--- src/rtl/lwt_pkg.sv ---
package lwt_pkg;
  // Station addresses are 48 bits; the group bit is the LSB of the first
  // octet, which sits in bits 47:40.
  localparam int ADDR_W    = 48;
  localparam int GROUP_BIT = 40;

  function automatic logic is_group(input logic [ADDR_W-1:0] a);
    return a[GROUP_BIT];
  endfunction
endpackage

--- src/rtl/lwt_store.sv ---
module lwt_store
  import lwt_pkg::*;
#(
  parameter int ENTRIES = 8,
  parameter int WV_W    = 64
) (
  input  logic              clk,
  input  logic              rst_n,
  input  logic              look_en,
  input  logic [ADDR_W-1:0] look_addr,
  input  logic              upd_en,
  input  logic [ADDR_W-1:0] upd_addr,
  input  logic [WV_W-1:0]   upd_wgt,
  output logic              look_hit,
  output logic [WV_W-1:0]   look_wgt
);
  localparam int IDX_W = (ENTRIES > 1) ? $clog2(ENTRIES) : 1;
  localparam logic [IDX_W-1:0] AGE_MAX = IDX_W'(ENTRIES - 1);

  typedef logic [ENTRIES-1:0][IDX_W-1:0] age_vec_t;

  logic [ENTRIES-1:0]             vld_q;
  logic [ENTRIES-1:0][ADDR_W-1:0] addr_q;
  logic [ENTRIES-1:0][WV_W-1:0]   wgt_q;
  age_vec_t                       age_q, age_look, age_next;

  logic [ENTRIES-1:0] look_match, upd_match, oldest_vec;
  logic [IDX_W-1:0]   look_idx, upd_idx, free_idx, lru_idx;
  logic               upd_hit, table_full;

  // Lowest set bit of a vector.
  function automatic logic [IDX_W-1:0] first_set(input logic [ENTRIES-1:0] v);
    logic [IDX_W-1:0] r;
    r = '0;
    for (int j = ENTRIES - 1; j >= 0; j--)
      if (v[j]) r = IDX_W'(j);
    return r;
  endfunction

  // Mark entry idx as most recently used; younger entries age by one.
  function automatic age_vec_t touch(input age_vec_t a, input logic [IDX_W-1:0] idx);
    age_vec_t r;
    for (int j = 0; j < ENTRIES; j++) begin
      if (IDX_W'(j) == idx)  r[j] = '0;
      else if (a[j] < a[idx]) r[j] = a[j] + 1'b1;
      else                   r[j] = a[j];
    end
    return r;
  endfunction

  for (genvar g = 0; g < ENTRIES; g++) begin : g_cmp
    assign look_match[g] = vld_q[g] && (addr_q[g] == look_addr);
    assign upd_match[g]  = vld_q[g] && (addr_q[g] == upd_addr);
    assign oldest_vec[g] = (age_look[g] == AGE_MAX);
  end

  assign look_hit   = |look_match;
  assign look_idx   = first_set(look_match);
  assign look_wgt   = wgt_q[look_idx];
  assign table_full = &vld_q;
  assign free_idx   = first_set(~vld_q);
  assign lru_idx    = first_set(oldest_vec);
  assign upd_hit    = |upd_match;

  always_comb begin
    age_look = (look_en && look_hit) ? touch(age_q, look_idx) : age_q;
    if (upd_hit)         upd_idx = first_set(upd_match);
    else if (table_full) upd_idx = lru_idx;
    else                 upd_idx = free_idx;
    age_next = upd_en ? touch(age_look, upd_idx) : age_look;
  end

  always_ff @(posedge clk) begin
    if (!rst_n) begin
      vld_q  <= '0;
      addr_q <= '0;
      wgt_q  <= '0;
      for (int i = 0; i < ENTRIES; i++) age_q[i] <= IDX_W'(i);
    end else begin
      age_q <= age_next;
      if (upd_en) begin
        vld_q[upd_idx]  <= 1'b1;
        addr_q[upd_idx] <= upd_addr;
        wgt_q[upd_idx]  <= upd_wgt;
      end
    end
  end

  // stored addresses stay unique, so at most one entry ever matches.
  p_single_match_r7: assert property (@(posedge clk) disable iff (!rst_n)
    $onehot0(look_match));
  // recency ranks stay a permutation, so exactly one entry is oldest.
  p_one_oldest_r8: assert property (@(posedge clk) disable iff (!rst_n)
    $onehot(oldest_vec));
  // an update for a stored address reuses its slot, occupancy unchanged.
  p_no_dup_slot_r6: assert property (@(posedge clk) disable iff (!rst_n)
    (upd_en && upd_hit) |=> $stable(vld_q));
endmodule

--- src/rtl/lwt_rts_ctrl.sv ---
module lwt_rts_ctrl
  import lwt_pkg::*;
#(
  parameter int WV_W = 64
) (
  input  logic              clk,
  input  logic              rst_n,
  input  logic              rts_valid,
  input  logic              legacy_mode,
  input  logic [ADDR_W-1:0] rts_ra,
  input  logic [ADDR_W-1:0] own_addr,
  input  logic              look_hit,
  input  logic [WV_W-1:0]   look_wgt,
  input  logic [WV_W-1:0]   dflt_wgt,
  output logic              wgt_load,
  output logic [WV_W-1:0]   wgt_out,
  output logic              cts_req,
  output logic              train_req
);
  function automatic logic [WV_W-1:0] pick_wgt(input logic legacy, input logic hit,
                                                input logic [WV_W-1:0] stored,
                                                input logic [WV_W-1:0] dflt);
    return (legacy || !hit) ? dflt : stored;
  endfunction

  logic reply_due, miss_seen;
  assign reply_due = !legacy_mode && !is_group(rts_ra) && (rts_ra == own_addr);
  assign miss_seen = !legacy_mode && !look_hit;

  always_ff @(posedge clk) begin
    if (!rst_n) begin
      wgt_load  <= 1'b0;
      wgt_out   <= '0;
      cts_req   <= 1'b0;
      train_req <= 1'b0;
    end else begin
      wgt_load  <= rts_valid;
      cts_req   <= rts_valid && reply_due;
      train_req <= rts_valid && miss_seen;
      if (rts_valid) wgt_out <= pick_wgt(legacy_mode, look_hit, look_wgt, dflt_wgt);
    end
  end

  p_load_follows_rts_r2: assert property (@(posedge clk) disable iff (!rst_n)
    rts_valid |=> wgt_load);
  p_train_with_load_r3: assert property (@(posedge clk) disable iff (!rst_n)
    train_req |-> wgt_load);
  p_cts_unicast_r4: assert property (@(posedge clk) disable iff (!rst_n)
    cts_req |-> $past(rts_valid && !legacy_mode && !rts_ra[GROUP_BIT]));
  p_legacy_quiet_r5: assert property (@(posedge clk) disable iff (!rst_n)
    (rts_valid && legacy_mode) |=> (!cts_req && !train_req && wgt_out == $past(dflt_wgt)));
  p_hold_r10: assert property (@(posedge clk) disable iff (!rst_n)
    !wgt_load |-> $stable(wgt_out));
endmodule

--- src/rtl/link_weight_table.sv ---
module link_weight_table
  import lwt_pkg::*;
#(
  parameter int ENTRIES = 8,
  parameter int NWGT    = 4,
  parameter int WGT_W   = 16,
  localparam int WV_W   = NWGT * WGT_W
) (
  input  logic              clk,
  input  logic              rst_n,
  input  logic              legacy_mode,
  input  logic [47:0]       own_addr,
  input  logic [WV_W-1:0]   dflt_wgt,
  input  logic              rts_valid,
  input  logic [47:0]       rts_ta,
  input  logic [47:0]       rts_ra,
  input  logic              upd_valid,
  input  logic [47:0]       upd_addr,
  input  logic [WV_W-1:0]   upd_wgt,
  output logic              wgt_load,
  output logic [WV_W-1:0]   wgt_out,
  output logic              cts_req,
  output logic              train_req
);
  logic            look_en, look_hit;
  logic [WV_W-1:0] look_wgt;

  // Legacy operation leaves the table untouched by lookups.
  assign look_en = rts_valid && !legacy_mode;

  lwt_store #(.ENTRIES(ENTRIES), .WV_W(WV_W)) u_store (
    .clk(clk), .rst_n(rst_n),
    .look_en(look_en), .look_addr(rts_ta),
    .upd_en(upd_valid), .upd_addr(upd_addr), .upd_wgt(upd_wgt),
    .look_hit(look_hit), .look_wgt(look_wgt)
  );

  lwt_rts_ctrl #(.WV_W(WV_W)) u_ctrl (
    .clk(clk), .rst_n(rst_n),
    .rts_valid(rts_valid), .legacy_mode(legacy_mode),
    .rts_ra(rts_ra), .own_addr(own_addr),
    .look_hit(look_hit), .look_wgt(look_wgt), .dflt_wgt(dflt_wgt),
    .wgt_load(wgt_load), .wgt_out(wgt_out),
    .cts_req(cts_req), .train_req(train_req)
  );

  // the result of a same-cycle lookup comes from the old contents.
  p_same_cycle_old_r9: assert property (@(posedge clk) disable iff (!rst_n)
    (rts_valid && !legacy_mode && !look_hit && upd_valid && upd_addr == rts_ta)
      |=> (train_req && wgt_out == $past(dflt_wgt)));
endmodule

--- config.mk ---
export PLATFORM = sky130hd
export DESIGN_NAME = link_weight_table
export DESIGN_NICKNAME = d
export VERILOG_FILES = /design/src/rtl/lwt_pkg.sv /design/src/rtl/lwt_store.sv /design/src/rtl/lwt_rts_ctrl.sv /design/src/rtl/link_weight_table.sv
export SDC_FILE = /design/constraint.sdc
export NUM_CORES = 2
export LEC_CHECK = 0
export ABC_AREA = 1
export BUFFER_PORTS_ARGS = -buffer_cell sky130_fd_sc_hd__buf_2
export CAP_MARGIN = 20
export CORE_MARGIN = 4
export CORE_UTILIZATION = 47
export DETAILED_ROUTE_END_ITERATION = 10
export PLACE_DENSITY = 0.66
export SYNTH_ARGS = -nofsm -noshare
export SYNTH_HDL_FRONTEND = slang
export SYNTH_SLANG_ARGS = --single-unit
--- constraint.sdc ---
create_clock -name clk -period 16.83 [get_ports clk]
set_clock_uncertainty 0.05 [all_clocks]
set_input_delay 0 -clock clk [delete_from_list [all_inputs] [get_ports clk]]
set_output_delay 0 -clock clk [all_outputs]
set_load 0.02 [all_outputs]
==> results <==
- The global router's overall resource usage is 0.492.
- The master of the slowest instance on the critical path is nor2_4.
- Counting instances, the worst hold path has a depth of 4.
- Across the VDD grid, the largest voltage drop is roughly 98 uV.
- The placed standard-cell area is about 54000 um^2.
- The relative slew slack is 0.176.
- The post-CTS setup repair buffer count is 0.
- The first-pass GRT wire length is around 420000 um.
- The congestion estimate from routability-driven global placement came to 1.16.
- The average wire length per cell after detail routing is ~32 um.
- In this design, the critical path's most frequently occurring cell is nand2_1.
- The number of fill cells in the layout is roughly 11000.
- The finished cells cover around 60000 um^2.
- TritonCTS built the clock tree.
- The fraction of met2 tracks used by global routing is 0.690.
- The first TritonRoute pass finished after 11 iterations.
- The synthesized design contains 0 enable-type register cells.
- The clock period could shrink to 10330 ps.
- Along the worst path, the maximum fanout reaches between 150 and 200.
- For met1 alone, demand over resource in global routing was 0.608.
- For this run, the slowest stage of the critical path takes a little over 800 ps.
- The width of the die is 341 um.
- Yosys printed 0 warnings.
- After technology mapping, the gate count stands at around 7500.
- Setup repair after global routing left no endpoint under its margin.
- The maximum clock frequency is roughly 97 MHz.
- The sequential cells in the finished layout cover a total of between 15000 and 20000 um^2.
- The reported leakage power is 24.6 nW.
- The number of gates resized after CTS was 0.
- After floorplanning, the core was divided into between 100 and 150 placement rows.
- The total area inside the core boundary comes to 111000 um^2.
- The final cell count without fillers is ~9400.
- For the final routed database, the setup TNS stands at 0 ps.
- From synthesis to final layout, the design area changed by 15.6%.
- The power after layout is roughly 6.0 mW.
- The cell accounting for the most synthesized area is dfxtp_1.
- The via count of the first global-routing pass came to around 57000.
- STA classifies the critical path startpoint as a flop.
- The clock sink count is ~1000.
- In the post-synthesis netlist, the cell with the most instances is nand2_1.
- The share of synthesized area in the top cell type comes to 0.381.
- The tool flagged a number of max-cap violations equal to 0.
- The pin count of the biggest net entering global routing is about 250.
- The class of the most critical setup path is flop to flop.
- The count of input and output buffers is ~390.
- For the worst-skew pair, the clock arrives at the later sink with an insertion delay of 750 ps.
- The average vias per placed instance is about 6.7.
- Data on the critical path arrives at its endpoint at about 11000 ps.
- The count of nets left with antenna violations once routing finished came out at 0.
- The layer flagged by global routing as most heavily used is met2.
- In this run the deepest clock path goes through 3 buffers.
- For met3 alone, demand over resource in global routing was 0.208.
- The hold-fix buffer count after cts is 199.
- For this configuration, the core starts out at a cell density of 0.472.
- STA classifies the critical path endpoint as a flop.
- The number of instances in the placed design is ~9000.
- For this design the ratio of total power to cell area is around 100 nW/um^2.
- The detailed router finished its first iteration with between 10000 and 15000 violations.
- The count of pins on the block boundary is 392.
- The count of endpoints failing hold in the final timing report is 0.
- The min-delay analysis places its worst path in the category input pin to flop.
- The flow ran to the end, and the final reports show no timing, DRC or antenna violations.
- Synthesis produced a netlist with a net count of 7867.
- After the last flow step, the layout net total stands at 8121.
- The number of cells on the worst reg-to-reg path is 45.
- Dividing the final minimum period by the clock period gives 0.614.
- The final-report max-slew violation count is 0.
- Ranked by total cell area, the synthesized netlist is headed by dfxtp_1 38%, o21ai_0 10%, a21oi_1 10%, nand2_1 9.8%, inv_1 4.1%.
- The cell sitting at the root of the clock tree is a clkbuf_16.
- The worst setup slack after layout is roughly 6500 ps.
- The initial antenna violation count is 28.
- The detailed-route via count is between 60000 and 70000.
- In this run, synthesis produced a sequential element count of a little under 1000.
- In this run the mean area of a mapped cell was 6.97 um^2.
- The overflow left after global routing is 0.
- The number of buffers added by the clock tree synthesis step is 106.
- The half-perimeter wire length after placement is around 200000 um.
- Among all flip-flop cells after synthesis, the most frequent one is dfxtp_1.
- The number of H-tree levels is 3.
- The area taken by multi-input logic gates is between 20000 and 30000 um^2.
- The area of the die is roughly 120000 um^2.
- The number of remaining DRC errors is 0.
- The clock-pin slew on the worst setup and hold paths is about 60 ps.
- The worst endpoint required time is around 17000 ps.
- The commonest cells after synthesis are 1367 x nand2_1, 1091 x o21ai_0, 1087 x a21oi_1.
- The worst slack after detailed placement is approximately 6900 ps.
- The vertical die dimension is ~340 um.
- At the pin with the least slew margin, the transition time is ~1200 ps.
- After synthesis, the share of flip-flops with an asynchronous set or reset is 0.
- In this run, distinct cell masters in the synthesized netlist total a little over 60.
- Of the cells placed in the final design, the portion with a size suffix greater than 1 is 0.107.
- Setup violations remaining at the end of the flow were counted as 0.
- Of the synthesized area, sequential elements account for 0.381.
- The final wirelength is approximately 300000 um.
- The summed instance area of the synthesized netlist is between 50000 and 60000 um^2.
-- power breakdown --
group	leakage [nW]	switching (mW)	total, mW	internal, mW
sequential	8.08	0.0619	2.49	2.42
clock	1.88	1.09	2.58	1.50
combinational	14.6	0.657	0.904	0.246
total	24.6	1.81	5.97	4.17
-- logic make-up (layout without fill, tap and decap cells) --
group | count (synthesis) | after routing | share of synthesized area
adders and majority gates | 48 | 48 | 0.0115
AOI/OAI and AO/OA | 2650 | 2650 | 0.277
other | 0 | 34 | 0
DFF | 995 | 995 | 0.381
buffers and inverters | 1161 | 1505 | 0.0914
xor gates and xnor gates | 182 | 182 | 0.0305
and+or+nand+nor | 2458 | 2458 | 0.208
-- per-stage QoR --
step / hold slack [ps] / utilization
floorplan: 136 / -
global placement: 235 / 0.492
detailed placement: 242 / 0.492
CTS: 1.47 / 0.545
global route: 51.0 / 0.546
finish: 52.2 / 0.546
-- sequential cells by signal, summed over array words and instances, names as in the netlist --
signal	cells
u_store.addr_q	384
u_ctrl.wgt_out	64
u_store.wgt_q	512
u_ctrl.wgt_load	1
u_ctrl.cts_req	1
u_store.vld_q	8
u_ctrl.train_req	1
u_store.age_q	24
-- routing by layer --
layer,up-vias,routed length [um]
met5,-,291
met1,29600,109000
li1,26400,-
met2,5228,119000
met4,22,26800
met3,1527,45600
-- critical path, delay by kind of cell, from the launching register on --
| kind | cells | cell delay [ps] |
|---|---|---|
| flip-flops | 1 | 620 |
| AND/OR/NAND/NOR | 27 | 4540 |
| AO/OA/AOI/OAI | 9 | 1670 |
| buffers and inverters | 6 | 2430 |
| adder cells (fa/ha/maj) | 3 | 730 |
-- placed cells by master (no fill, tap or decap), types with 8 or more instances in the layout --
| cell type | synthesis | layout |
|---|---|---|
| dlygate4sd3_1 | 0 | 199 |
| o22ai_1 | 203 | 203 |
| a21oi_1 | 1087 | 1087 |
| dfxtp_1 | 995 | 995 |
| clkinv_2 | 0 | 29 |
| nor2_4 | 7 | 11 |
| nand3_1 | 328 | 328 |
| nand2_1 | 1367 | 1366 |
| nor3_1 | 60 | 60 |
| diode_2 | 0 | 34 |
| clkinv_1 | 9 | 9 |
| or2_2 | 46 | 46 |
| nor2_1 | 316 | 316 |
| clkbuf_1 | 294 | 12 |
| o211ai_1 | 15 | 15 |
| nand2_2 | 27 | 27 |
| nor4_1 | 91 | 91 |
| xnor2_1 | 107 | 107 |
| or4_1 | 12 | 12 |
| nand4_1 | 133 | 133 |
| nor3b_1 | 13 | 13 |
| o2111ai_1 | 17 | 17 |
| clkbuf_16 | 0 | 106 |
| inv_1 | 569 | 566 |
| xor2_1 | 75 | 75 |
| o21ai_1 | 10 | 10 |
| o21ai_0 | 1091 | 1091 |
| clkbuf_8 | 0 | 18 |
| nand3_2 | 8 | 8 |
| buf_4 | 33 | 95 |
| buf_2 | 194 | 390 |
| nand3b_1 | 13 | 13 |
| a221oi_1 | 172 | 172 |
| a2111oi_0 | 12 | 12 |
| inv_2 | 39 | 37 |
| bufinv_16 | 0 | 16 |
| ha_1 | 48 | 48 |
-- layout make-up --
| cell class | count | share of cell area |
|---|---|---|
| multi-input combinational | 5338 | 0.456 |
| sequential | 995 | 0.330 |
| timing repair buffer | 690 | 0.0793 |
| inverter | 617 | 0.0385 |
| antenna | 34 | 0.00141 |
| clock inverter | 62 | 0.0148 |
| tap | 1488 | 0.0308 |
| clock buffer | 136 | 0.0488 |
-- final timing paths --
| kind | startpoint | to | slack [ps] |
|---|---|---|---|
| worst max-delay path | u_store.addr_q[298] | u_store.wgt_q[20] | 6500 |
| worst min-delay path | dflt_wgt[49] | u_ctrl.wgt_out[49] | 50 |
| worst max register to register | u_store.addr_q[298] | u_store.wgt_q[20] | 6500 |
| worst min register to register | u_ctrl.wgt_out[55] | u_ctrl.wgt_out[55] | 480 |
No activity file was read; power rests on OpenSTA's default activity.
